File: config.mk
export PLATFORM = sky130hd
export DESIGN_NAME = rxbuf_writer
export DESIGN_NICKNAME = d
export VERILOG_FILES = /design/src/rtl/rxbuf_pkg.sv /design/src/rtl/rxbuf_crc32.sv /design/src/rtl/rxbuf_len_calc.sv /design/src/rtl/rxbuf_writer.sv
export SDC_FILE = /design/constraint.sdc
export NUM_CORES = 1
export LEC_CHECK = 0
export ABC_AREA = 1
export ABC_CLOCK_PERIOD_IN_PS = 3200
export BUFFER_PORTS_ARGS = -buffer_cell sky130_fd_sc_hd__buf_2
export CAP_MARGIN = 5
export CORE_ASPECT_RATIO = 1.25
export CORE_MARGIN = 5
export CORE_UTILIZATION = 35
export CTS_CLUSTER_DIAMETER = 150
export DETAILED_ROUTE_END_ITERATION = 12
export GPL_ROUTABILITY_DRIVEN = 0
export PLACE_DENSITY_LB_ADDON = 0.3
export SYNTH_ARGS = -nofsm -noshare
export SYNTH_HDL_FRONTEND = slang
export SYNTH_SLANG_ARGS = --single-unit
File: constraint.sdc
create_clock -name clk -period 3.2 [get_ports clk]
set_input_delay 0.16 -clock clk [delete_from_list [all_inputs] [get_ports clk]]
set_output_delay 0.16 -clock clk [all_outputs]
set_load 0.01 [all_outputs]
File: src/rtl/rxbuf_pkg.sv
package rxbuf_pkg;

  typedef enum logic [2:0] {
    S_IDLE, S_HDR, S_DATA, S_PAD, S_CRC, S_TRL, S_DONE, S_DRAIN
  } wr_state_t;

  localparam logic [31:0] CRC_POLY_REFL = 32'hEDB8_8320;

  function automatic logic [31:0] crc32_step(input logic [31:0] crc, input logic [7:0] b);
    logic [31:0] c;
    c = crc ^ {24'd0, b};
    for (int k = 0; k < 8; k++) begin
      c = c[0] ? ((c >> 1) ^ CRC_POLY_REFL) : (c >> 1);
    end
    return c;
  endfunction

endpackage

File: src/rtl/rxbuf_crc32.sv
module rxbuf_crc32 (
  input  logic        clk,
  input  logic        rst_n,
  input  logic        clr,
  input  logic        upd,
  input  logic [7:0]  din,
  output logic [31:0] crc_out
);
  import rxbuf_pkg::*;

  logic [31:0] crc_q, crc_n;

  always_comb begin
    crc_n = crc_q;
    if (clr)      crc_n = 32'hFFFF_FFFF;
    else if (upd) crc_n = crc32_step(crc_q, din);
  end

  always_ff @(posedge clk or negedge rst_n) begin
    if (!rst_n) crc_q <= 32'hFFFF_FFFF;
    else        crc_q <= crc_n;
  end

  assign crc_out = ~crc_q;
endmodule

File: src/rtl/rxbuf_len_calc.sv
module rxbuf_len_calc #(
  parameter int LEN_W      = 12,
  parameter int PAGE_BYTES = 2048,
  parameter int MIN_FRAME  = 64,
  parameter int MAX_GOOD   = 1518
) (
  input  logic [LEN_W-1:0] len,
  input  logic             strip,
  output logic [15:0]      stored,
  output logic [15:0]      status,
  output logic             too_big,
  output logic             short_frame,
  output logic             odd_tail
);
  localparam int SUM_W = LEN_W + 2;

  logic [SUM_W-1:0] eff, total;

  always_comb begin
    short_frame = (int'(len) < MIN_FRAME);
    eff         = short_frame ? SUM_W'(MIN_FRAME) : SUM_W'({len[LEN_W-1:1], 1'b0});
    total       = eff + SUM_W'(6) + (strip ? SUM_W'(0) : SUM_W'(4));
    too_big     = (int'(total) > PAGE_BYTES);
    stored      = 16'(total);
    status      = 16'd0;
    status[11]  = (int'(len) > MAX_GOOD);
    status[12]  = len[0];
    odd_tail    = len[0] && !short_frame;
  end
endmodule

File: src/rtl/rxbuf_writer.sv
module rxbuf_writer #(
  parameter int ADDR_W    = 11,
  parameter int PAGE_W    = 2,
  parameter int LEN_W     = 12,
  parameter int MIN_FRAME = 64,
  parameter int MAX_GOOD  = 1518
) (
  input  logic              clk,
  input  logic              rst_n,
  input  logic              rx_enable,
  input  logic              soft_reset,
  input  logic              strip_crc,
  input  logic              start_valid,
  input  logic [LEN_W-1:0]  start_len,
  output logic              start_ready,
  input  logic              in_valid,
  input  logic [7:0]        in_data,
  output logic              in_ready,
  input  logic              alloc_avail,
  input  logic [PAGE_W-1:0] alloc_page,
  output logic              alloc_take,
  output logic              wr_en,
  output logic [PAGE_W-1:0] wr_page,
  output logic [ADDR_W-1:0] wr_addr,
  output logic [7:0]        wr_data,
  output logic              rxq_push,
  output logic [PAGE_W-1:0] rxq_page,
  output logic              rcv_irq,
  output logic              frame_drop
);
  import rxbuf_pkg::*;

  localparam int PAGE_BYTES = 1 << ADDR_W;
  localparam int HDR_BYTES  = 4;
  localparam logic [ADDR_W-1:0] PAD_LAST = ADDR_W'(HDR_BYTES + MIN_FRAME - 1);

  wr_state_t         st_q, st_n;
  logic [LEN_W-1:0]  len_q, len_n, cnt_q, cnt_n;
  logic [1:0]        sub_q, sub_n;
  logic [ADDR_W-1:0] wptr_q, wptr_n;
  logic [PAGE_W-1:0] page_q, page_n;
  logic              crc_en_q, crc_en_n;
  logic [7:0]        odd_q, odd_n;
  logic              we_n, take_n, push_n, drop_n;
  logic [ADDR_W-1:0] wa_n;
  logic [7:0]        wd_n;
  logic              we_q, take_q, push_q, drop_q;
  logic [ADDR_W-1:0] wa_q;
  logic [7:0]        wd_q;

  logic              crc_clr, crc_upd;
  logic [7:0]        crc_din;
  logic [31:0]       crc_val;

  logic [LEN_W-1:0]  calc_len;
  logic              calc_strip;
  logic [15:0]       stored, status;
  logic              too_big, short_frame, odd_tail;
  logic              last_byte, refuse;

  assign calc_len   = (st_q == S_IDLE) ? start_len : len_q;
  assign calc_strip = (st_q == S_IDLE) ? strip_crc : !crc_en_q;

  rxbuf_len_calc #(
    .LEN_W(LEN_W), .PAGE_BYTES(PAGE_BYTES), .MIN_FRAME(MIN_FRAME), .MAX_GOOD(MAX_GOOD)
  ) u_len (
    .len(calc_len), .strip(calc_strip), .stored(stored), .status(status),
    .too_big(too_big), .short_frame(short_frame), .odd_tail(odd_tail)
  );

  rxbuf_crc32 u_crc (
    .clk(clk), .rst_n(rst_n), .clr(crc_clr), .upd(crc_upd), .din(crc_din), .crc_out(crc_val)
  );

  assign start_ready = (st_q == S_IDLE);
  assign in_ready    = (st_q == S_DATA) || (st_q == S_DRAIN);
  assign last_byte   = (cnt_q == len_q - LEN_W'(1));
  assign refuse      = !rx_enable || soft_reset || too_big || !alloc_avail;

  always_comb begin
    st_n = st_q; len_n = len_q; cnt_n = cnt_q; sub_n = sub_q; wptr_n = wptr_q;
    page_n = page_q; crc_en_n = crc_en_q; odd_n = odd_q;
    we_n = 1'b0; wa_n = wptr_q; wd_n = 8'd0; take_n = 1'b0; push_n = 1'b0; drop_n = 1'b0;
    crc_clr = 1'b0; crc_upd = 1'b0; crc_din = in_data;
    case (st_q)
      S_IDLE: if (start_valid) begin
        len_n = start_len; cnt_n = '0; sub_n = '0; wptr_n = '0;
        crc_clr = 1'b1; crc_en_n = !strip_crc; page_n = alloc_page;
        if (refuse) begin
          if (start_len == '0) drop_n = 1'b1;
          else                 st_n = S_DRAIN;
        end else begin
          take_n = 1'b1; st_n = S_HDR;
        end
      end
      S_HDR: begin
        we_n = 1'b1; wptr_n = wptr_q + ADDR_W'(1); sub_n = sub_q + 2'd1;
        case (sub_q)
          2'd0:    wd_n = status[7:0];
          2'd1:    wd_n = status[15:8];
          2'd2:    wd_n = stored[7:0];
          default: wd_n = stored[15:8];
        endcase
        if (sub_q == 2'd3) st_n = (len_q == '0) ? S_PAD : S_DATA;
      end
      S_DATA: if (in_valid) begin
        crc_upd = 1'b1; cnt_n = cnt_q + LEN_W'(1);
        if (odd_tail && last_byte) begin
          odd_n = in_data;
        end else begin
          we_n = 1'b1; wd_n = in_data; wptr_n = wptr_q + ADDR_W'(1);
        end
        if (last_byte) begin
          sub_n = '0;
          st_n  = short_frame ? S_PAD : (crc_en_q ? S_CRC : S_TRL);
        end
      end
      S_PAD: begin
        we_n = 1'b1; crc_upd = 1'b1; crc_din = 8'd0; wptr_n = wptr_q + ADDR_W'(1);
        if (wptr_q == PAD_LAST) st_n = crc_en_q ? S_CRC : S_TRL;
      end
      S_CRC: begin
        we_n = 1'b1; wd_n = crc_val[8*sub_q +: 8];
        wptr_n = wptr_q + ADDR_W'(1); sub_n = sub_q + 2'd1;
        if (sub_q == 2'd3) st_n = S_TRL;
      end
      S_TRL: begin
        we_n = 1'b1; wptr_n = wptr_q + ADDR_W'(1); sub_n = sub_q + 2'd1;
        if (sub_q == 2'd0) wd_n = odd_tail ? odd_q : 8'h00;
        else               wd_n = odd_tail ? 8'h60 : 8'h40;
        if (sub_q == 2'd1) st_n = S_DONE;
      end
      S_DONE: begin
        push_n = 1'b1; st_n = S_IDLE;
      end
      S_DRAIN: if (in_valid) begin
        cnt_n = cnt_q + LEN_W'(1);
        if (last_byte) begin
          drop_n = 1'b1; st_n = S_IDLE;
        end
      end
      default: st_n = S_IDLE;
    endcase
  end

  always_ff @(posedge clk or negedge rst_n) begin
    if (!rst_n) begin
      st_q <= S_IDLE; len_q <= '0; cnt_q <= '0; sub_q <= '0; wptr_q <= '0;
      page_q <= '0; crc_en_q <= 1'b0; odd_q <= 8'd0;
      we_q <= 1'b0; wa_q <= '0; wd_q <= 8'd0;
      take_q <= 1'b0; push_q <= 1'b0; drop_q <= 1'b0;
    end else begin
      st_q <= st_n; len_q <= len_n; cnt_q <= cnt_n; sub_q <= sub_n; wptr_q <= wptr_n;
      page_q <= page_n; crc_en_q <= crc_en_n; odd_q <= odd_n;
      we_q <= we_n; wa_q <= wa_n; wd_q <= wd_n;
      take_q <= take_n; push_q <= push_n; drop_q <= drop_n;
    end
  end

  assign wr_en      = we_q;
  assign wr_addr    = wa_q;
  assign wr_data    = wd_q;
  assign wr_page    = page_q;
  assign alloc_take = take_q;
  assign rxq_push   = push_q;
  assign rxq_page   = page_q;
  assign rcv_irq    = push_q;
  assign frame_drop = drop_q;
endmodule

# Yosys cells after proc, flatten, opt, wreduce, memory -nomap -nowiden
# Cells that the tools add are included.
classes:
  add_sub_neg: 6
  mul: 0
  n_div: 0
  order_cmp: 3
  eq_ne: 24
  n_shift: 1
  n_mux: 65
  bitwise: 10
  n_reduce_logical: 28
op_table:
  columns: ["operator", "n"]
  rows:
  - ["2-to-1 mux 32 bit", 10]
  - ["inverter 13 -> 14 bit", 8]
  - ["2-to-1 mux 12 bit", 4]
  - ["2-to-1 mux 8 bit", 5]
  - ["2-to-1 mux 3 bit", 13]
  - ["2-to-1 mux 11 bit", 3]
  - ["one-hot mux 11 bit (3 select lines)", 1]
  - ["inverter 32 bit", 1]
  - ["one-hot mux 8 bit (4 select lines)", 1]
  - ["indexed part select 32 x 6 -> 8 bit", 1]
  - ["bitwise XOR 32 x 8 -> 32 bit", 1]
  - ["logical NOT 12 bit", 2]
  - ["one-hot mux 12 bit (2 select lines)", 1]
  - ["one-hot mux 3 bit (8 select lines)", 1]
  - ["one-hot mux 8 bit (3 select lines)", 1]
  - ["inequality test 2 bit, second input constant", 10]
  - ["2-to-1 mux 1 bit", 17]
  - ["adder 14 bit", 1]
  - ["adder 14 x 3 -> 14 bit, second input constant", 1]
  - ["> comparator 14 x 12 -> 1 bit, second input constant", 1]
  - ["adder 12 x 1 -> 12 bit, second input constant", 1]
  - ["== test 12 bit", 1]
  - ["== test 3 bit, second input constant", 4]
  - ["> comparator 12 x 11 -> 1 bit, second input constant", 1]
  - ["29 further kinds", 47]
word_totals:
  ff_bits: 106
  latch_bits: 0
  ram_bits: 0
  mem_bits_ro: 0
  in_bits: 30
  out_inout_bits: 30
  wordCells: 152
  n_memories: 0

# Longest topological paths before layout
# Gate-level depths: netlist (run 1).
logic_depth:
  ltp_word: 21
  depth_mapped: 26
  depth_no_buf: 24

# Cells and area by module
# Synthesis (run 1) repeated with hierarchy kept, for this count alone.
hier_totals:
  cells_unflattened: 1188
  hier_area_um2: 8010.2
modules_own_cells:
  columns: ["mod", "instances", "cells_each", "area_each_um2", "seq_area_each_um2"]
  rows:
  - ["rxbuf_writer", 1, 716, 4973.5, 1851.8]
  - ["rxbuf_crc32", 1, 370, 2447.3, 840.8]
  - ["rxbuf_len_calc", 1, 102, 589.3, 0.0]

# Least setup slack after synthesis (run 1)
# OpenSTA, ideal clock, no wires.
synth_path:
  kind: "register to register"
  start: "reg st_q[0]"
  end: "reg st_q[1]"
  setup_ps: 118
  t_arrival_ps: 3191
  required_ps: 3082
  slack_ps: -109
  stages_incl_launch_ff: 26
  path_buffers: 2
  period_less_slack_ps: 3309
  path_cell_list: "dfrtp_1 > buf_2 > nor2_4 > nand2_2 > nand2_1 > nand2_2 > nor2_1 > nand3_1 > buf_4 > nand2_1 > ha_1 > inv_1 > ha_1 > fa_1 > nor2_1 > nand3_1 > nor2_1 > nand2_1 > nor2_1 > nand3_1 > nand2_1 > nand2_1 > nand3_1 > nand2_1 > nand2_1 > nand2_1"
synth_between:
  elab_chain_cells: 12
  word_cells_on_any_way: 35
  classes_between: "2 x add/sub; 2 x order compare; 17 x eq/ne; 10 x mux; 4 x reduce/logical"
synth_lines:
  columns: ["item", "line_no", "rtl"]
  rows:
  - ["from (decl)", "rxbuf_writer.sv:37", "wr_state_t st_q, st_n;"]
  - ["from (signal assigned)", "rxbuf_writer.sv:153", "st_q <= st_n; len_q <= len_n; cnt_q <= cnt_n; sub_q <= sub_n; wptr_q <= wptr_n;"]
  - ["logical NOT 3 bit", "rxbuf_writer.sv:61, rxbuf_writer.sv:62, rxbuf_writer.sv:85", null]
  - ["2-to-1 mux 12 bit", "rxbuf_writer.sv:61", "assign calc_len = (st_q == S_IDLE) ? start_len : len_q;"]
  - ["less-than comparator 12 x 7 -> 1 bit", "rxbuf_len_calc.sv:20", "short_frame = (int'(len) < MIN_FRAME);"]
  - ["2-to-1 mux 12 bit", "rxbuf_len_calc.sv:21", "eff = short_frame ? SUM_W'(MIN_FRAME) : SUM_W'({len[LEN_W-1:1], 1'b0});"]
  - ["adder 14 x 3 -> 14 bit", "rxbuf_len_calc.sv:22", "total = eff + SUM_W'(6) + (strip ? SUM_W'(0) : SUM_W'(4));"]
  - ["adder 14 bit", "rxbuf_len_calc.sv:22", null]
  - ["> comparator 14 x 12 -> 1 bit", "rxbuf_len_calc.sv:23", "too_big = (int'(total) > PAGE_BYTES);"]
  - ["logical OR 1 bit (2 in series)", "rxbuf_writer.sv:78", "assign refuse = !rx_enable || soft_reset || too_big || !alloc_avail;"]
  - ["2-to-1 mux 3 bit", "rxbuf_writer.sv:89", "if (refuse) begin"]
  - ["2-to-1 mux 3 bit", "rxbuf_writer.sv:86", "S_IDLE: if (start_valid) begin"]
  - ["one-hot mux 3 bit (8 select lines)", "rxbuf_writer.sv:85", "case (st_q)"]
# Parallel ways exist; a longest one is shown, timed or not. The select of a mux whose other input is x is not followed.
# A chain may end at the register's enable or synchronous reset.

# Worst setup path after layout (run 1)
layout_path:
  start: "reg st_q[1]"
  end: "reg st_q[0]"
# The elaborated chain is that of the path after synthesis.

==> metrics.log, run 1 <==
[metrics] Worst IR Drop VDD: 0.5769 mV
[metrics] number of global-route vias before repair: 6155
[metrics] startpoint type of the worst setup path: register
[metrics] final number of hold-violating endpoints: 0
[metrics] starting utilization of the core area: 0.3556
[metrics] endpoint of the worst register-to-register path: st_q[0]$_DFFE_PN0P_
[metrics] maximum number of pins on one net before global-route repair: 53
[metrics] Area contributors post-synth: sky130_fd_sc_hd__dfrtp_1 (27%), sky130_fd_sc_hd__dfstp_2 (12%), sky130_fd_sc_hd__nand2_1 (9.8%), sky130_fd_sc_hd__xor2_1 (7.5%), sky130_fd_sc_hd__inv_1 (6.7%)
[metrics] area of the core: 19400 um^2
[metrics] slew at the pin closest to its max-slew limit: 715.7 ps
[metrics] worst-case clock buffer depth: 2
[metrics] post-synthesis net count: 927
[metrics] critical register-to-register path startpoint: st_q[1]$_DFFE_PN0P_
[metrics] Detail Placement HPWL: 14700 um
[metrics] Data required, critical path: 3460 ps
[metrics] # placed instances: 1220
[metrics] data arrival time of the critical path: 3470 ps
[metrics] first-pass GRT wire length: 31840 um
[metrics] post-layout instance count excluding filler cells: 1247
[metrics] total leakage power: 0.003838 uW
[metrics] DRC violation count after routing: 0
[metrics] cell area after technology mapping: 6898 um^2
[metrics] number of maximum-capacitance violations: 0
[metrics] setup TNS: -22.41 ps
[metrics] Skew-Pair Late Insertion Delay: 360 ps
[metrics] total number of H-tree levels: 3
[metrics] Worst Hold Endpoint: len_q[5]$_DFFE_PN0P_
[metrics] clk root buf: sky130_fd_sc_hd__clkbuf_16
[metrics] worst slew margin relative to its limit: 0.5228
[metrics] number of cells on the worst reg-to-reg path: 23
[metrics] total power density per cell area: 1148 nW/um^2
[metrics] Num CTS Buffers: 9
[metrics] number of distinct library cells after synthesis: 46
[metrics] TritonCTS sink count: 106
[metrics] flip-flop and latch count after synthesis: 106
[metrics] maximum clock rate: 311.6 MHz
[metrics] Hold Path Origin: start_len[5]
[metrics] Nets: 1019
[metrics] min-delay worst type: in2reg
[metrics] Crit Path Max Fanout: 6
[metrics] unrepaired setup endpoints after global routing: true
[metrics] category of the critical setup timing path: reg2reg
[metrics] top-area cell type share of the netlist area: 0.2685
[metrics] routed via count: 6182
[metrics] dominant cell type by area after synthesis: sky130_fd_sc_hd__dfrtp_1
[metrics] count of filler cells inserted in the layout: 2067
[metrics] CTS clk-pin slew, worst paths: 80 ps
[metrics] share of cells above drive strength 1: 0.2088
[metrics] initial detailed-routing violation count: 423
[metrics] total global routing track utilization: 0.1764
[metrics] average footprint of a synthesized cell: 7.794 um^2
[metrics] failing checks: setup timing
[metrics] CP Capture Type: register
[metrics] Die Ht: 167.0 um
[metrics] number of antenna violations at the first check in global routing: 0
[metrics] setup slack of the most critical reg-to-reg path: -9 ps
[metrics] Core Util, Final: 0.4218
[metrics] final setup violation count: 3
[metrics] routed via count divided by cell count: 4.957
[metrics] number of top-level design ports: 60
[metrics] routed len/inst: 15.70 um
[metrics] die width: 135.6 um
[metrics] total die area: 22630 um^2
[metrics] share of the clock period used by the worst path: 1.003
[metrics] final count of pins violating max slew: 0
[metrics] yosys synthesis warning count: 0
[metrics] number of cells produced by synthesis: 885
[metrics] Layout Area Growth over Synthesis: 18.61%
[metrics] sequential cell area fraction in the yosys report: 0.3904
[metrics] aggregate global routing overflow: 0
[metrics] launch point of the worst path: st_q[1]$_DFFE_PN0P_
[metrics] EDFF count, synth: 0
[metrics] min Tclk post-route: 3209 ps
[metrics] Core Rows: 57
[metrics] slack of the critical path: -9.186 ps
[metrics] run status: finished with violations
[metrics] # port buffers: 59
[metrics] hold depth: 3
[metrics] clock tree from TritonCTS: yes
[metrics] Worst Clk Skew: 10.76 ps
[metrics] count of antenna diodes in the layout: 0
[metrics] drt first pass iters: 5
[metrics] async set-reset flop share out of synthesis: 1.000
[metrics] sum of routed wire length over all layers: 19580 um
[metrics] Detail Route Antenna Nets: 0
[metrics] most frequently used flop master after synthesis: sky130_fd_sc_hd__dfrtp_1
-- synthesized netlist by cell type (all sizes together), types with 2 or more instances --
master and number:
a21o 3, a21oi 25, a31oi 3, buf 12, clkbuf 11, dfrtp 74, dfstp 32, ha 11
inv 129, nand2 186, nand3 58, nand4 15, nor2 75, nor3 19, nor4 6, o2111ai 7
o211ai 6, o21ai 73, o221ai 2, o22ai 24, o31ai 3, or2 4, xnor2 27, xor2 70
-- cells by family (layout without fill, tap and decap cells) --
kind of cell | count (synthesis) | in the layout | synth area share
buffers and inverters | 153 | 249 | 0.08743
AO/OA/AOI/OAI | 153 | 153 | 0.1288
adder cells (fa/ha/maj) | 12 | 12 | 0.02285
AND/OR/NAND/NOR | 364 | 365 | 0.2289
XOR/XNOR | 97 | 97 | 0.1417
flip-flops | 106 | 106 | 0.3904
-- placed cells by master (no fill, tap or decap), drive strengths merged --
cell type	n
o21bai	1
nand2	187
o21ai	73
ha	11
nand4	15
o22ai	24
buf	100
o31ai	3
o2111ai	7
nor3	19
clkbuf	10
o221ai	2
a211oi	1
o311ai	1
nor2	75
dlygate4sd3	3
a21o	3
dfrtp	74
fa	1
xor2	70
clkinv	3
inv	132
o41ai	1
a22oi	1
nand3b	1
nand3	58
o21a	1
dfstp	32
or2	4
a31oi	3
a2111oi	1
o211ai	6
clkinvlp	1
nor4	6
a21oi	25
xnor2	27
-- final cells by class --
type | count | area, um^2 | area share
clock inverters | 6 | 53.80 | 0.006576
flip-flops and latches | 106 | 2693 | 0.3291
well taps | 265 | 331.6 | 0.04053
inverters | 130 | 488.0 | 0.05964
repair buffers | 103 | 659.4 | 0.08059
multi-input cells | 627 | 3706 | 0.4530
clock buffers | 10 | 250.2 | 0.03059
-- sequential cells by signal (all words and copies together), names as in the netlist, 2 cells and up --
register and flops:
wr_addr 11, wa_n 11, u_crc.crc_q 32, len_q 12, rxq_page 2, odd_q 8, st_q 3, sub_q 2
cnt_q 12, wr_data 8
-- per-stage QoR --
stage / hold WS, ps / instance area [um^2] / setup slack, ps / total power, uW
6_report: 35.91 / 8182 / -9.186 / 9396
2_1_floorplan: -135.6 / 6945 / 7.464 / 6518
3_3_place_gp: 255.7 / 7717 / 98.75 / 8005
5_1_grt: 47.62 / 8182 / -300.0 / 10260
3_5_place_dp: 263.3 / 7717 / 53.18 / 8032
4_1_cts: 21.57 / 8051 / 29.76 / 9254
-- metal layers --
| layer | vias to the layer above | routed length, um | track usage |
|---|---|---|---|
| met5 | - | 0 | 0 |
| met4 | 0 | 420 | 0.05787 |
| met3 | 35 | 559 | 0.02836 |
| met2 | 103 | 10160 | 0.3159 |
| met1 | 2986 | 8448 | 0.2139 |
| li1 | 3058 | - | - |
-- how the worst max path moves through the flow --
stage	to	slack, ps	depth (start not counted)
6_report	st_q[0]$_DFFE_PN0P_	-9	23
2_1_floorplan	st_q[1]$_DFFE_PN0P_	7	25
3_5_place_dp	st_q[1]$_DFFE_PN0P_	50	22
5_1_grt	st_q[2]$_DFFE_PN0P_	-300	23
4_1_cts	st_q[1]$_DFFE_PN0P_	30	22
3_3_place_gp	st_q[2]$_DFFE_PN0P_	100	22
-- critical path, stage by stage, from the launching register on --
cell	delay [ps]
sky130_fd_sc_hd__dfrtp_1	410
sky130_fd_sc_hd__nor2_4	230
sky130_fd_sc_hd__buf_6	160
sky130_fd_sc_hd__nand3_2	70
sky130_fd_sc_hd__nand2_2	90
sky130_fd_sc_hd__nor2_1	50
sky130_fd_sc_hd__nand3_1	110
sky130_fd_sc_hd__nand2_1	70
sky130_fd_sc_hd__ha_1	270
sky130_fd_sc_hd__inv_1	60
sky130_fd_sc_hd__ha_2	180
sky130_fd_sc_hd__fa_2	460
sky130_fd_sc_hd__nor2_2	120
sky130_fd_sc_hd__nand3_1	80
sky130_fd_sc_hd__nor2_1	100
sky130_fd_sc_hd__nand2_1	60
sky130_fd_sc_hd__nor2_1	80
sky130_fd_sc_hd__nand3_1	70
sky130_fd_sc_hd__nand2_1	70
sky130_fd_sc_hd__nand2_2	100
sky130_fd_sc_hd__nand3_4	110
sky130_fd_sc_hd__nand2_2	70
sky130_fd_sc_hd__nand2_1	70
sky130_fd_sc_hd__nand2_1	40
-- power by group --
group          switching [uW]  total [uW]  leakage (uW)  internal [uW]
combinational            3670        6040       0.00239           2370
sequential                328        2190       0.00130           1860
clock                     572        1160      0.000147            591
-- what timing repair did --
action	4_1_cts	5_1_grt
hold endpoints to repair	52	0
endpoints found under the setup margin	0	20
gates resized for setup	0	18
hold buffers	3	0
buffers inserted	0	7
No activity file was read; power rests on OpenSTA's default activity.
==> run 2, diff against run 1 <==
- CORE_ASPECT_RATIO: 1.25 -> default
- PLACE_DENSITY_LB_ADDON: 0.3 -> default
==> run 2 against run 1 <==
Compared with the run above:
- the run now ends clean
- worst setup slack improved by 43 ps
- clock power barely moved
- cell count fell by 0.16%
- clock-buffer cell count decreased by 1
- core utilization grew 0.20 points
- via count fell by 0.65%
- sequential power about the same
- design area grew 0.81%
- sequential share of layout area shrank 0.26 points
- critical endpoint unchanged
- largest power group unchanged
- highest routed layer is now met5
==> metrics.log, run 2 (same netlist as run 1, synthesis figures left out) <==
[metrics] run status: finished, final reports clean
[metrics] clock tree from TritonCTS: yes
[metrics] final number of hold-violating endpoints: 0 (unchanged)
[metrics] fraction of power spent switching nets: 0.4857 (-0.0005669)
[metrics] routed via count: 6142 (-0.65%)
[metrics] Worst IR Drop VDD: 0.3726 mV (-35%)
[metrics] most common cell after layout, fill and taps aside: sky130_fd_sc_hd__nand2_1
[metrics] share of cells above drive strength 1: 0.2204 (+0.01165)
[metrics] Skew-Pair Late Insertion Delay: 360 ps (about the same)
[metrics] total leakage power: 0.003835 uW (about the same)
[metrics] total die area: 22620 um^2 (about the same)
[metrics] worst-case clock buffer depth: 2 (unchanged)
[metrics] Detail Placement HPWL: 14100 um (-4.1%)
[metrics] number of flip-flops under the largest register name: 32 (unchanged)
[metrics] TritonCTS sink count: 106 (unchanged)
[metrics] Num CTS Buffers: 9 (unchanged)
[metrics] maximum clock rate: 315.9 MHz (+1.4%)
[metrics] Core Util, Final: 0.4238 (+0.002025)
[metrics] Total Power: 9588 uW (+2.0%)
[metrics] CTS clk-pin slew, worst paths: 80 ps (about the same)
[metrics] setup TNS: 0 ps (+22.41 ps)
[metrics] DRC violation count after routing: 0 (unchanged)
[metrics] total power density per cell area: 1162 nW/um^2 (+1.2%)
[metrics] clk root buf: sky130_fd_sc_hd__clkbuf_16
[metrics] die width: 150.4 um (+11%)
[metrics] aggregate global routing overflow: 0 (unchanged)
[metrics] number of global-route vias before repair: 5853 (-4.9%)
[metrics] Comb power frac: 0.648 (+0.005)
[metrics] Regs by FF count: u_crc.crc_q (32), cnt_q (12), len_q (12)
[metrics] slew at the pin closest to its max-slew limit: 723.4 ps (+7.629 ps)
[metrics] share of the clock period used by the worst path: 0.9893 (-0.01359)
[metrics] min Tclk post-route: 3166 ps (-43.48 ps)
[metrics] final setup violation count: 0 (-3)
[metrics] Crit-path slowest cell: sky130_fd_sc_hd__fa_2
[metrics] number of maximum-capacitance violations: 0 (unchanged)
[metrics] first-pass GRT wire length: 31130 um (-2.2%)
[metrics] longest individual stage delay on the worst path: 420 ps (-40 ps)
[metrics] total number of H-tree levels: 3 (unchanged)
[metrics] Worst Clk Skew: 12.78 ps (+2.019 ps)
[metrics] area of the core: 19460 um^2 (+0.33%)
[metrics] category of the critical setup timing path: reg2reg
[metrics] worst slew margin relative to its limit: 0.5133 (-0.009534)
[metrics] min-delay worst type: in2reg
[metrics] # port buffers: 59 (unchanged)
[metrics] internal power summed over all cells: 4931 uW (+2.2%)
[metrics] kind of cell with the highest combined delay on the critical path: simple AND/OR/NAND/NOR gates
[metrics] final count of pins violating max slew: 0 (unchanged)
[metrics] routed len/inst: 15.32 um (-2.5%)
[metrics] unrepaired setup endpoints after global routing: true
[metrics] number of antenna violations at the first check in global routing: 1 (+1)
[metrics] initial detailed-routing violation count: 314 (-26%)
[metrics] total global routing track utilization: 0.1748 (-0.001599)
[metrics] DP Worst Slack: 45.39 ps (-7.789 ps)
[metrics] worst path bufs/invs: 2 (unchanged)
[metrics] portion of total power attributed to sequential cells: 0.231 (-0.002)
[metrics] Core Rows: 51 (-11%)
[metrics] routed via count divided by cell count: 4.933 (-0.49%)
[metrics] Crit Path Max Fanout: 8 (+2)
[metrics] maximum number of pins on one net before global-route repair: 57 (+7.5%)
[metrics] number of top-level design ports: 60 (unchanged)
[metrics] commonest non-fill, non-tap cells in the layout: sky130_fd_sc_hd__nand2_1 (163), sky130_fd_sc_hd__inv_1 (123), sky130_fd_sc_hd__dfrtp_1 (74)
[metrics] count of filler cells inserted in the layout: 1972 (-4.6%)
[metrics] power share of the clock group: 0.121 (-0.003)
[metrics] CP Capture Type: register
[metrics] crit-path most repeated cell: sky130_fd_sc_hd__nand2_2
[metrics] data arrival time of the critical path: 3410 ps (-60 ps)
[metrics] Reg with most FFs: u_crc.crc_q
[metrics] list of cells traversed by the critical path: nor2_4 -> buf_6 -> nand3_2 -> nand2_2 -> nor2_4 -> nand3_2 -> nand2_2 -> ha_4 -> inv_2 -> ha_4 -> fa_2 -> nor2_2 -> nand3_1 -> nor2_1 -> nand2_1 -> nor2_1 -> nand3_1 -> nand2_1 -> nand2_2 -> nand3_4 -> nand2_4 -> nand2_2 -> nand2_1
[metrics] startpoint type of the worst setup path: register
[metrics] total net switching power: 4656 uW (+1.9%)
[metrics] sum of routed wire length over all layers: 19070 um (-2.6%)
[metrics] Layout Area Growth over Synthesis: 19.57%
[metrics] starting utilization of the core area: 0.3544 (-0.001166)
[metrics] count of antenna diodes in the layout: 0 (unchanged)
[metrics] Die Ht: 150.4 um (-9.9%)
[metrics] Nets: 1017 (-0.20%)
[metrics] Detail Route Antenna Nets: 0 (unchanged)
[metrics] slack of the critical path: 34.29 ps (+43.48 ps)
[metrics] Data required, critical path: 3440 ps (-20 ps)
[metrics] drt first pass iters: 6 (+1)
[run 2: cell count changes in the layout (fill, tap and decap cells not counted), moves of 2 or more]
cell | before | now
sky130_fd_sc_hd__nor2_4 | 2 | 5
sky130_fd_sc_hd__nand2_1 | 169 | 163
sky130_fd_sc_hd__nand2_2 | 14 | 18
sky130_fd_sc_hd__clkinvlp_4 | 1 | 3
sky130_fd_sc_hd__buf_6 | 3 | 1
sky130_fd_sc_hd__nand3_1 | 53 | 49
sky130_fd_sc_hd__ha_4 | 0 | 2
sky130_fd_sc_hd__nor2_1 | 66 | 64
sky130_fd_sc_hd__nand2_4 | 4 | 6
sky130_fd_sc_hd__clkinv_4 | 2 | 0
sky130_fd_sc_hd__nand3_2 | 4 | 8
[run 2: layer usage]
| layer | wire, um | vias up | global-route usage |
|---|---|---|---|
| met4 | 364 | 2 | 0.05215 |
| met3 | 960 | 26 | 0.03040 |
| met1 | 9258 | 2911 | 0.2538 |
| li1 | - | 3061 | - |
| met2 | 8472 | 142 | 0.2667 |
| met5 | 13 | - | 0 |
[run 2: worst register-to-register path: stages, from the launching register on]
cell and delay, ps:
sky130_fd_sc_hd__dfrtp_1 410, sky130_fd_sc_hd__nor2_4 220, sky130_fd_sc_hd__buf_6 180, sky130_fd_sc_hd__nand3_2 80
sky130_fd_sc_hd__nand2_2 90, sky130_fd_sc_hd__nor2_4 40, sky130_fd_sc_hd__nand3_2 90, sky130_fd_sc_hd__nand2_2 70
sky130_fd_sc_hd__ha_4 270, sky130_fd_sc_hd__inv_2 40, sky130_fd_sc_hd__ha_4 150, sky130_fd_sc_hd__fa_2 430
sky130_fd_sc_hd__nor2_2 110, sky130_fd_sc_hd__nand3_1 70, sky130_fd_sc_hd__nor2_1 110, sky130_fd_sc_hd__nand2_1 60
sky130_fd_sc_hd__nor2_1 100, sky130_fd_sc_hd__nand3_1 70, sky130_fd_sc_hd__nand2_1 70, sky130_fd_sc_hd__nand2_2 100
sky130_fd_sc_hd__nand3_4 130, sky130_fd_sc_hd__nand2_4 70, sky130_fd_sc_hd__nand2_2 80, sky130_fd_sc_hd__nand2_1 40
[run 2: layout make-up]
cell class / count / area [um^2] / share of cell area
Clock buffer: 9 / 225.2 / 0.02731
Clock inverter: 7 / 77.57 / 0.009405
Inverter: 130 / 490.5 / 0.05947
Multi-Input combinational cell: 627 / 3786 / 0.4590
Sequential cell: 106 / 2693 / 0.3265
Tap cell: 265 / 331.6 / 0.04020
Timing Repair Buffer: 101 / 644.4 / 0.07813
[run 2: final timing paths]
| kind | slack (ps) | cells past startpoint | start | endpoint |
|---|---|---|---|---|
| worst max-delay path | 30 | 23 | st_q[1]$_DFFE_PN0P_ | st_q[0]$_DFFE_PN0P_ |
| max in group asynchronous | 2030 | 3 | rst_n | u_crc.crc_q[8]$_DFFE_PN1P_ |
| worst min register to register | 390 | 0 | wa_n[9]$_DFFE_PN0P_ | wr_addr[9]$_DFF_PN0_ |
| min in group asynchronous | 380 | 2 | rst_n | cnt_q[3]$_DFFE_PN0P_ |
| worst min-delay path | 30 | 3 | start_len[2] | len_q[2]$_DFFE_PN0P_ |
| worst max register to register | 30 | 23 | st_q[1]$_DFFE_PN0P_ | st_q[0]$_DFFE_PN0P_ |
[run 2: what timing repair did]
item,in CTS,in global routing
hold buffers,3,0
hold endpoints to repair,36,0
setup buffers,0,5
resized for setup,0,38
setup endpoints to repair,0,11
[run 2: through the flow]
step,std cells,hold WS (ps),area (um^2)
2_1_floorplan,885,-135.6,6945
3_3_place_gp,1220,241.3,7717
3_5_place_dp,1220,245.8,7717
4_1_cts,1239,27.62,8050
5_1_grt,1245,43.76,8248
6_report,1245,34.07,8248
[run 2: power by group through the flow]
stage / logic, uW / clock network (uW) / registers [uW]
2_1_floorplan: 4350 / 0 / 2170
3_3_place_gp: 5770 / 0 / 2230
3_5_place_dp: 5810 / 0 / 2230
4_1_cts: 5850 / 1190 / 2210
5_1_grt: 6890 / 1250 / 2270
6_report: 6210 / 1160 / 2220
